[config.mk]
export PLATFORM = sky130hd
export DESIGN_NAME = fold_preadder
export DESIGN_NICKNAME = d
export VERILOG_FILES = /design/src/rtl/fold_pkg.sv /design/src/rtl/fold_cfg_regs.sv /design/src/rtl/fold_history.sv /design/src/rtl/fold_alu.sv /design/src/rtl/fold_preadder.sv
export SDC_FILE = /design/constraint.sdc
export NUM_CORES = 1
export LEC_CHECK = 0
export BUFFER_PORTS_ARGS = -buffer_cell sky130_fd_sc_hd__buf_2
export CAP_MARGIN = 10
export CORE_UTILIZATION = 33
export CTS_BUF_LIST = sky130_fd_sc_hd__clkbuf_4
export DETAILED_ROUTE_END_ITERATION = 10
export PLACE_DENSITY = 0.45
export RECOVER_POWER = 100
export SLEW_MARGIN = 20
export SYNTH_ARGS = -nofsm -noshare
export SYNTH_HDL_FRONTEND = slang
export SYNTH_HIERARCHICAL = 1
export SYNTH_SLANG_ARGS = --single-unit
[constraint.sdc]
create_clock -name clk -period 8.1 [get_ports clk]
set_input_delay 0.405 -clock clk [delete_from_list [all_inputs] [get_ports clk]]
set_output_delay 0.405 -clock clk [all_outputs]
set_load 0.1 [all_outputs]
[src/rtl/fold_pkg.sv]
package fold_pkg;
  localparam int LEN_CODE_W = 4;
  localparam int HIST_DEPTH = 1 << LEN_CODE_W;
  localparam int LEN_W      = LEN_CODE_W + 1;
  localparam int CFG0_USED  = 3;
  localparam int CFG1_USED  = 7;
  localparam int CFG0_RESET = 6;

  typedef struct packed {
    logic                  rev_off;
    logic                  tap_odd;
    logic [LEN_CODE_W-1:0] len_code;
    logic                  ileave;
    logic                  pass_b;
    logic                  pass_a;
    logic                  sub_mode;
  } cfg_t;
endpackage

[src/rtl/fold_cfg_regs.sv]
module fold_cfg_regs
  import fold_pkg::*;
#(
  parameter int REG_W = 12
) (
  input  logic             clk,
  input  logic             rst,
  input  logic             we,
  input  logic             addr,
  input  logic [REG_W-1:0] wdata,
  output logic [REG_W-1:0] rdata,
  output cfg_t             cfg,
  output logic             seq_restart
);
  localparam logic [REG_W-1:0] MASK0 = REG_W'((1 << CFG0_USED) - 1);
  localparam logic [REG_W-1:0] MASK1 = REG_W'((1 << CFG1_USED) - 1);
  localparam logic [REG_W-1:0] INIT0 = REG_W'(CFG0_RESET);

  logic [REG_W-1:0] alu_q;
  logic [REG_W-1:0] shape_q;

  always_ff @(posedge clk) begin
    if (rst) begin
      alu_q   <= INIT0;
      shape_q <= '0;
      rdata   <= '0;
    end else begin
      if (we && !addr) alu_q   <= wdata & MASK0;
      if (we && addr)  shape_q <= wdata & MASK1;
      rdata <= addr ? shape_q : alu_q;
    end
  end

  assign seq_restart = we & addr;

  always_comb begin
    cfg.sub_mode = alu_q[0];
    cfg.pass_a   = alu_q[1];
    cfg.pass_b   = alu_q[2];
    cfg.ileave   = shape_q[0];
    cfg.len_code = shape_q[LEN_CODE_W:1];
    cfg.tap_odd  = shape_q[LEN_CODE_W+1];
    cfg.rev_off  = shape_q[LEN_CODE_W+2];
  end
endmodule

[src/rtl/fold_history.sv]
module fold_history
  import fold_pkg::*;
#(
  parameter int SAMPLE_W = 12
) (
  input  logic                clk,
  input  logic                rst,
  input  logic                in_valid,
  input  logic [SAMPLE_W-1:0] in_sample,
  input  logic [LEN_W-1:0]    len,
  input  logic                restart,
  output logic [SAMPLE_W-1:0] fwd_raw,
  output logic [LEN_W-1:0]    phase
);
  localparam int PTR_W = LEN_CODE_W;
  localparam logic [LEN_W-1:0] FULL = LEN_W'(HIST_DEPTH);

  logic [SAMPLE_W-1:0] mem [HIST_DEPTH];
  logic [PTR_W-1:0]    wp;
  logic [LEN_W-1:0]    fill;
  logic [PTR_W-1:0]    rd_idx;

  // sample store, no reset so it maps onto RAM
  always_ff @(posedge clk) begin
    if (in_valid) mem[wp] <= in_sample;
  end

  always_ff @(posedge clk) begin
    if (rst) begin
      wp    <= '0;
      fill  <= '0;
      phase <= '0;
    end else begin
      if (in_valid) begin
        wp <= wp + PTR_W'(1);
        if (fill != FULL) fill <= fill + LEN_W'(1);
      end
      if (restart)
        phase <= '0;
      else if (in_valid)
        phase <= (phase >= len - LEN_W'(1)) ? '0 : phase + LEN_W'(1);
    end
  end

  // a length of 16 wraps to wp itself: the oldest slot
  assign rd_idx  = wp - len[PTR_W-1:0];
  assign fwd_raw = (fill >= len) ? mem[rd_idx] : '0;
endmodule

[src/rtl/fold_alu.sv]
module fold_alu
  import fold_pkg::*;
#(
  parameter int SAMPLE_W = 12
) (
  input  logic                clk,
  input  logic                rst,
  input  logic                in_valid,
  input  logic [SAMPLE_W-1:0] in_sample,
  input  logic [SAMPLE_W-1:0] fwd_raw,
  input  logic [LEN_W-1:0]    phase,
  input  logic [LEN_W-1:0]    len,
  input  logic                sub_mode,
  input  logic                pass_a,
  input  logic                pass_b,
  input  logic                ileave,
  input  logic                tap_odd,
  input  logic                rev_off,
  output logic                out_valid,
  output logic [SAMPLE_W:0]   out_sum
);
  localparam int SUM_W = SAMPLE_W + 1;

  logic [SAMPLE_W-1:0] rev_src;
  logic                centre;
  logic [SUM_W-1:0]    op_a;
  logic [SUM_W-1:0]    op_b;
  logic [SUM_W-1:0]    sum;

  always_comb begin
    rev_src = rev_off ? fwd_raw : in_sample;
    centre  = tap_odd &&
              ((phase == len - LEN_W'(1)) ||
               (ileave && (len >= LEN_W'(2)) && (phase == len - LEN_W'(2))));
    op_a = pass_a ? {fwd_raw[SAMPLE_W-1], fwd_raw} : '0;
    op_b = (pass_b && !centre) ? {rev_src[SAMPLE_W-1], rev_src} : '0;
    sum  = sub_mode ? (op_b - op_a) : (op_a + op_b);
  end

  always_ff @(posedge clk) begin
    if (rst) begin
      out_valid <= 1'b0;
      out_sum   <= '0;
    end else begin
      out_valid <= in_valid;
      if (in_valid) out_sum <= sum;
    end
  end
endmodule

[src/rtl/fold_preadder.sv]
module fold_preadder
  import fold_pkg::*;
#(
  parameter int SAMPLE_W = 12,
  parameter int REG_W    = 12
) (
  input  logic                clk,
  input  logic                rst,
  input  logic                in_valid,
  input  logic [SAMPLE_W-1:0] in_sample,
  input  logic                cfg_we,
  input  logic                cfg_addr,
  input  logic [REG_W-1:0]    cfg_wdata,
  output logic [REG_W-1:0]    cfg_rdata,
  output logic                out_valid,
  output logic [SAMPLE_W:0]   out_sum
);
  cfg_t                cfg;
  logic                restart;
  logic [LEN_W-1:0]    len;
  logic [SAMPLE_W-1:0] fwd_raw;
  logic [LEN_W-1:0]    phase;

  fold_cfg_regs #(.REG_W(REG_W)) u_regs (
    .clk(clk), .rst(rst), .we(cfg_we), .addr(cfg_addr), .wdata(cfg_wdata),
    .rdata(cfg_rdata), .cfg(cfg), .seq_restart(restart)
  );

  assign len = {1'b0, cfg.len_code} + LEN_W'(1);

  fold_history #(.SAMPLE_W(SAMPLE_W)) u_hist (
    .clk(clk), .rst(rst), .in_valid(in_valid), .in_sample(in_sample),
    .len(len), .restart(restart), .fwd_raw(fwd_raw), .phase(phase)
  );

  fold_alu #(.SAMPLE_W(SAMPLE_W)) u_alu (
    .clk(clk), .rst(rst), .in_valid(in_valid), .in_sample(in_sample),
    .fwd_raw(fwd_raw), .phase(phase), .len(len),
    .sub_mode(cfg.sub_mode), .pass_a(cfg.pass_a), .pass_b(cfg.pass_b),
    .ileave(cfg.ileave), .tap_odd(cfg.tap_odd), .rev_off(cfg.rev_off),
    .out_valid(out_valid), .out_sum(out_sum)
  );
endmodule

==> results of run 1 <==
==> routing by layer <==
metal / GRT usage / share of wire
met4: 0.06215 / 0.020
met1: 0.1998 / 0.47
met3: 0.03463 / 0.037
met5: 0 / 0
met2: 0.2554 / 0.48
==> worst paths after layout <==
check,startpoint,end,slack (ns),cells past startpoint
setup / recovery,u_regs/shape_q[1],u_alu/out_sum[12],0.96,22
hold / removal,cfg_wdata[0],u_regs/shape_q[0],0.08,3
setup reg to reg,u_regs/shape_q[1],u_alu/out_sum[12],0.96,22
hold reg to reg,u_alu/out_sum[3],u_alu/out_sum[3],0.47,2
==> worst reg2reg max path, cell delays in order (launching register included) <==
cell       delay, ns
dfxtp_1         0.42
ha_1            0.20
xor2_1          0.51
inv_1           0.19
ha_1            0.38
xnor2_1         0.49
nor2b_1         0.74
buf_4           0.30
buf_4           0.25
a22oi_2         0.08
nand2_1         0.08
o22ai_1         0.19
or3_4           0.48
o31ai_1         0.47
nor2_1          0.10
xor2_1          0.19
ha_1            0.36
o211ai_1        0.10
o21ai_0         0.44
o2111ai_1       0.20
a311o_1         0.31
xnor3_1         0.34
a22o_1          0.20
==> area by class of cell <==
class / count / area [um^2] / share of cell area
Tap cell: 442 / 553.0 / 0.04378
Timing Repair Buffer: 61 / 345.3 / 0.02734
Inverter: 21 / 78.83 / 0.006241
Antenna cell: 1 / 2.502 / 0.0001981
Sequential cell: 237 / 6666 / 0.5278
Clock buffer: 102 / 765.7 / 0.06062
Clock inverter: 10 / 91.34 / 0.007231
Multi-Input combinational cell: 533 / 4128 / 0.3268
==> cells in the final DEF (no fill, tap or decap), types with 12 or more instances in the layout <==
cell type / instances
nor2_1: 56
inv_1: 21
xnor2_1: 18
a21oi_1: 21
o22ai_1: 12
and2_0: 18
clkbuf_4: 102
ha_1: 39
dfxtp_1: 45
edfxtp_1: 192
xor2_1: 24
mux2i_1: 120
nand3_1: 14
a22oi_1: 38
clkbuf_1: 34
nand2_1: 43
==> flip-flops by register name, summed over array words and instances, names as in the netlist <==
| name | cells |
|---|---|
| u_alu/out_sum | 13 |
| u_alu/out_valid | 1 |
| u_hist/fill | 5 |
| u_hist/mem | 192 |
| u_hist/phase | 5 |
| u_hist/wp | 4 |
| u_regs/alu_q | 3 |
| u_regs/rdata | 7 |
| u_regs/shape_q | 7 |
==> repair_timing <==
| item | CTS | global route |
|---|---|---|
| buffers inserted | 0 | 0 |
| hold endpoints to repair | 8 | 0 |
| hold buffers | 6 | 0 |
==> power groups by stage <==
stage	combinational, W	sequential [W]	clock, W
2_1_floorplan	0.000810	0.00156	0
3_3_place_gp	0.00123	0.00140	0
4_1_cts	0.00124	0.00138	0.00117
6_report	0.00121	0.00138	0.00112
5_1_grt	0.00134	0.00138	0.00122
3_5_place_dp	0.00124	0.00140	0
==> per-stage QoR <==
stage | hold slack, ns | utilization | instance area [um^2]
after floorplan | 0.4613 | - | 11130
after global placement | 0.4525 | 0.3581 | 11770
after detailed placement | 0.4559 | 0.3581 | 11770
after CTS | 0.02834 | 0.3860 | 12690
after global routing | 0.07658 | 0.3843 | 12630
final | 0.08408 | 0.3843 | 12630
==> cells by family after synthesis <==
kind of cell / share of synthesized area
DFF: 0.5998
and+or+nand+nor: 0.08117
AOI/OAI and AO/OA: 0.09321
muxes: 0.1121
buffers and inverters: 0.03006
xor gates and xnor gates: 0.03580
adders and majority gates: 0.04751
other: 0.0003374
==> run metrics, run 1 <==
Critical Path Start Type=register; initial antenna violation count=1; Cells after Synth=828; Detailed Routing Iterations Pass 1=5; I/O Buffers=44; Avg Inst Size Synth=13.42 um^2; WP data required=8.66 ns; Fillers=3,326; Pwr Density=293.3 nW/um^2; GRT Util Overall=0.1561; Combinational Power Share=0.326; min-delay worst type=in -> reg; MaxCap Viol Count=1; total grt overflow=0; Reg power frac=0.372; CP max stage delay=0.74 ns; violated checks=max-capacitance violations, max-slew violations; async set-reset flop share out of synthesis=0; minimum clock period=7.138 ns; CP Class=reg -> reg; vias per inst=4.851; Fin. Hold Viols=0; CP max-delay cell=nor2b_1; Post-Layout Cell Count=1,407; count leader, synth=edfxtp_1; Die Width=185.5 um; vias post-DR=6,825; drt wl/cell=18.39 um; clock power share=0.302; Rows=66; die height=185.5 um; IO Count=55; worst vdd ir=112.8 uV; post-synthesis register bit count=237; static leakage=4.842 nW; hpwl dp=16.68 mm; fmax=0.1401 GHz; most frequent CP cell=ha_1; top post-synthesis cells by count=edfxtp_1, mux2i_1, nor2_1; Final TNS setup=0 ns; gpl congestion=0.7806; initial drt markers=316; Max Root-Sink Buffers=3; post-synthesis cell area=11,110 um^2; clk slew on worst S/H paths=0.06 ns; register area share after synthesis=0.5998; fraction of the cycle the final worst path needs=0.8813; ys flop type=edfxtp_1; Yosys top cell by area=edfxtp_1; worst-path maximum fanout=12; TritonCTS Sinks=237; dpl cells=1,288; post-cts repair resize count=0; Root Buffer Master=clkbuf_4; status=finished with violations; yosys synthesis warning count=6; Yosys top cell area share=0.5187; worst slew pin tran=1.900 ns; die area=34,420 um^2; largest net degree at the start of global routing=43; Internal Pwr Total=0.002433 W; number of flops mapped to enable cells by yosys=192; CTS tree=done; post-layout net count=995; Routed Antenna Nets=0; DP Worst Slack=1.318 ns; Setup Skew=0.04062 ns; area grow syn2layout=13.64%; # setup viols final=0; Area contributors post-synth=edfxtp_1, mux2i_1, dfxtp_1; drt drc=0; Power, Total=0.003704 W; initial core utilization=0.3382; unrepaired setup endpoints after global routing=no; first-pass GRT wire length=39.75 mm; Final WS setup=0.9616 ns; crit path capture type=register; pins over their slew limit=43; switching power=0.001272 W; relative slew slack=-0.2664; layout cells sized above 1=0.1639; Distinct cells, synth=65; Net Sw Frac=0.3433; Critical Path AT=7.70 ns; H-tree levels=3; CTS buffer count=71; Routed WL=25.87 mm; number of global-route vias before repair=7,030; critical-path cell list=ha_1, xor2_1, inv_1, ha_1, xnor2_1, nor2b_1, buf_4, buf_4, a22oi_2, nand2_1, o22ai_1, or3_4, o31ai_1, nor2_1, xor2_1, ha_1, o211ai_1, o21ai_0, o2111ai_1, a311o_1, xnor3_1, a22o_1; CP bufs+invs=3; core area=32,870 um^2; critical path's top delay family=compound AO/OA/AOI/OAI gates; Skew-Pair Late Insertion Delay=0.68 ns
Power figures use the tool's default switching activity.
==> run 2: changes to the inputs <==
--- a/config.mk
+++ b/config.mk
@@ -7,10 +7,12 @@
 export LEC_CHECK = 0
 export BUFFER_PORTS_ARGS = -buffer_cell sky130_fd_sc_hd__buf_2
 export CAP_MARGIN = 10
+export CELL_PAD_IN_SITES_DETAIL_PLACEMENT = 1
+export CELL_PAD_IN_SITES_GLOBAL_PLACEMENT = 1
 export CORE_UTILIZATION = 33
 export CTS_BUF_LIST = sky130_fd_sc_hd__clkbuf_4
 export DETAILED_ROUTE_END_ITERATION = 10
-export PLACE_DENSITY = 0.45
+export PLACE_DENSITY = 0.52
 export RECOVER_POWER = 100
 export SLEW_MARGIN = 20
 export SYNTH_ARGS = -nofsm -noshare
==> run 2 against run 1 <==
  * Worst setup slack worse by 0.15 ns
  * Critical path depth shrank 1
  * Largest power group unchanged
  * Maximum frequency down 2.0%
  * Clock skew increased by 0.0065 ns
  * Core utilization increased by 0.16 points
  * Sequential cell count unchanged
  * Sequential share of layout area is 0.22 points lower
  * The flow still finishes with violations (max-capacitance violations, max-slew violations)
  * Via count increased by 3.3%
  * Wire length up 14%
  * Combinational power up 4%
  * Sequential power is essentially flat
  * Critical path type unchanged
  * Power up 2.4%
==> run metrics, run 2 (synthesized netlist as in run 1, its figures left out) <==
Routed Antenna Nets=0 (unchanged); unrepaired setup endpoints after global routing=no; area grow syn2layout=14.13%; Final TNS setup=0 ns (unchanged); most frequent cells in the layout=edfxtp_1, mux2i_1, clkbuf_4, nor2_1, dfxtp_1; Root Buffer Master=clkbuf_4; initial antenna violation count=2 (+1); drt drc=0 (unchanged); first-pass GRT wire length=44.62 mm (+12%); Post-Layout Cell Count=1,418 (+0.78%); post-layout net count=995 (unchanged); Routed WL=29.62 mm (+14%); status=finished with violations; H-tree levels=3 (unchanged); CTS buffer count=69 (-2.8%); clk slew on worst S/H paths=0.06 ns (about the same); fmax=0.1373 GHz (-2.0%); violated checks=max-capacitance violations, max-slew violations; crit path capture type=register; largest net degree at the start of global routing=43 (unchanged); vias per inst=4.974 (+2.5%); minimum clock period=7.283 ns (+0.1450 ns); dpl cells=1,289 (+0.078%); IO Count=55 (unchanged); initial drt markers=345 (+9.2%); Critical Path Start Type=register; Worst Hold Slack=0.1269 ns (+0.04281 ns); drt wl/cell=20.89 um (+14%); relative slew slack=-0.2946 (-0.02819); GRT Util Overall=0.1784 (+0.02227); CTS tree=done; static leakage=4.859 nW (+0.37%); max reg flops=192 (unchanged); Pwr Density=299.0 nW/um^2 (+2.0%); layout cells sized above 1=0.1665 (+0.002595); hpwl dp=19.21 mm (+15%); number of global-route vias before repair=7,631 (+8.5%); die area=34,420 um^2 (unchanged); Die Width=185.5 um (unchanged); CP Class=reg -> reg; commonest non-fill, non-tap cell in the layout=edfxtp_1; Detailed Routing Iterations Pass 1=4 (-1); cts-stage hold buffer count=7 (+1); Setup Skew=0.04716 ns (+0.006542 ns); Design Area, Final=12,680 um^2 (+0.43%); WP data required=8.68 ns (+0.02 ns); Critical Path AT=7.86 ns (+0.16 ns); gpl congestion=0.7606 (-2.6%); total grt overflow=0 (unchanged); MaxCap Viol Count=2 (+1); I/O Buffers=44 (unchanged); TritonCTS Sinks=237 (unchanged); Rows=66 (unchanged); vias post-DR=7,053 (+3.3%); post-CTS setup buffers=0 (unchanged); die height=185.5 um (unchanged); Max Root-Sink Buffers=3 (unchanged); min-delay worst type=in -> reg; worst vdd ir=213.5 uV (+89%); worst-path maximum fanout=9 (-3); post-cts repair resize count=0 (unchanged); # setup viols final=0 (unchanged); top flop regs=u_hist/mem x192, u_alu/out_sum x13; Most flops, register=u_hist/mem; fraction of the cycle the final worst path needs=0.8992 (+0.01791); core area=32,870 um^2 (unchanged); Fin. Hold Viols=0 (unchanged); fin util=0.3859 (+0.001637); Skew-Pair Late Insertion Delay=0.68 ns (about the same); Fillers=3,579 (+7.6%); initial core utilization=0.3382 (unchanged); worst slew pin tran=1.942 ns (+0.04229 ns); pins over their slew limit=82 (+91%); Cell Area, Placed=11,760 um^2 (-0.13%)
## run 2: report_power, final
part | switching [W] | total [W] | internal [W]
Sequential | 0.0000242 | 0.00138 | 0.00136
Combinational | 0.000816 | 0.00126 | 0.000445
Clock | 0.000503 | 0.00115 | 0.000647
## run 2: worst max-delay path, cell delays in order (launching register included)
cell	delay (ns)
dfxtp_1	0.40
ha_1	0.20
xor2_1	0.52
inv_1	0.20
ha_1	0.40
xnor2_2	0.37
nor2b_1	0.91
buf_4	0.39
a22oi_1	0.13
nand2_1	0.12
o22ai_1	0.24
or3_1	0.48
o31ai_1	0.58
nor2_1	0.11
xor2_1	0.19
ha_1	0.37
o211ai_1	0.12
o21ai_0	0.37
o2111ai_1	0.18
a311o_1	0.32
xnor3_1	0.35
a22o_1	0.20
## run 2: path summary, 6_finish.rpt
check	startpoint	end	slack, ns	depth (start not counted)
max	u_regs/shape_q[1]	u_alu/out_sum[12]	0.82	21
min	cfg_we	u_regs/shape_q[1]	0.13	3
max reg2reg	u_regs/shape_q[1]	u_alu/out_sum[12]	0.82	21
min reg2reg	u_alu/out_sum[12]	u_alu/out_sum[12]	0.48	1
## run 2: metrics by stage
stage / total power (W) / worst slack (ns)
global route: 0.004016 / 0.4454
CTS: 0.003874 / 1.057
finish: 0.003793 / 0.8166
detailed placement: 0.002681 / 1.115
global placement: 0.002649 / 1.217
floorplan: 0.002369 / 2.873
## run 2: cell type report
class / count / area [um^2] / area share
timing repair buffer: 63 / 336.6 / 0.02653
tap: 442 / 553.0 / 0.04360
sequential: 237 / 6666 / 0.5255
antenna: 3 / 7.507 / 0.0005918
inverter: 21 / 78.83 / 0.006214
clock inverter: 15 / 122.6 / 0.009667
multi-input combinational: 533 / 4139 / 0.3263
clock buffer: 104 / 780.7 / 0.06155
## run 2: layer usage
layer / track usage / up-vias / routed length [um]
met5: 0 / - / 0
met4: 0.07008 / 0 / 909
met3: 0.04070 / 75 / 1393
met2: 0.3098 / 172 / 14560
met1: 0.2130 / 3467 / 12760
li1: - / 3339 / -
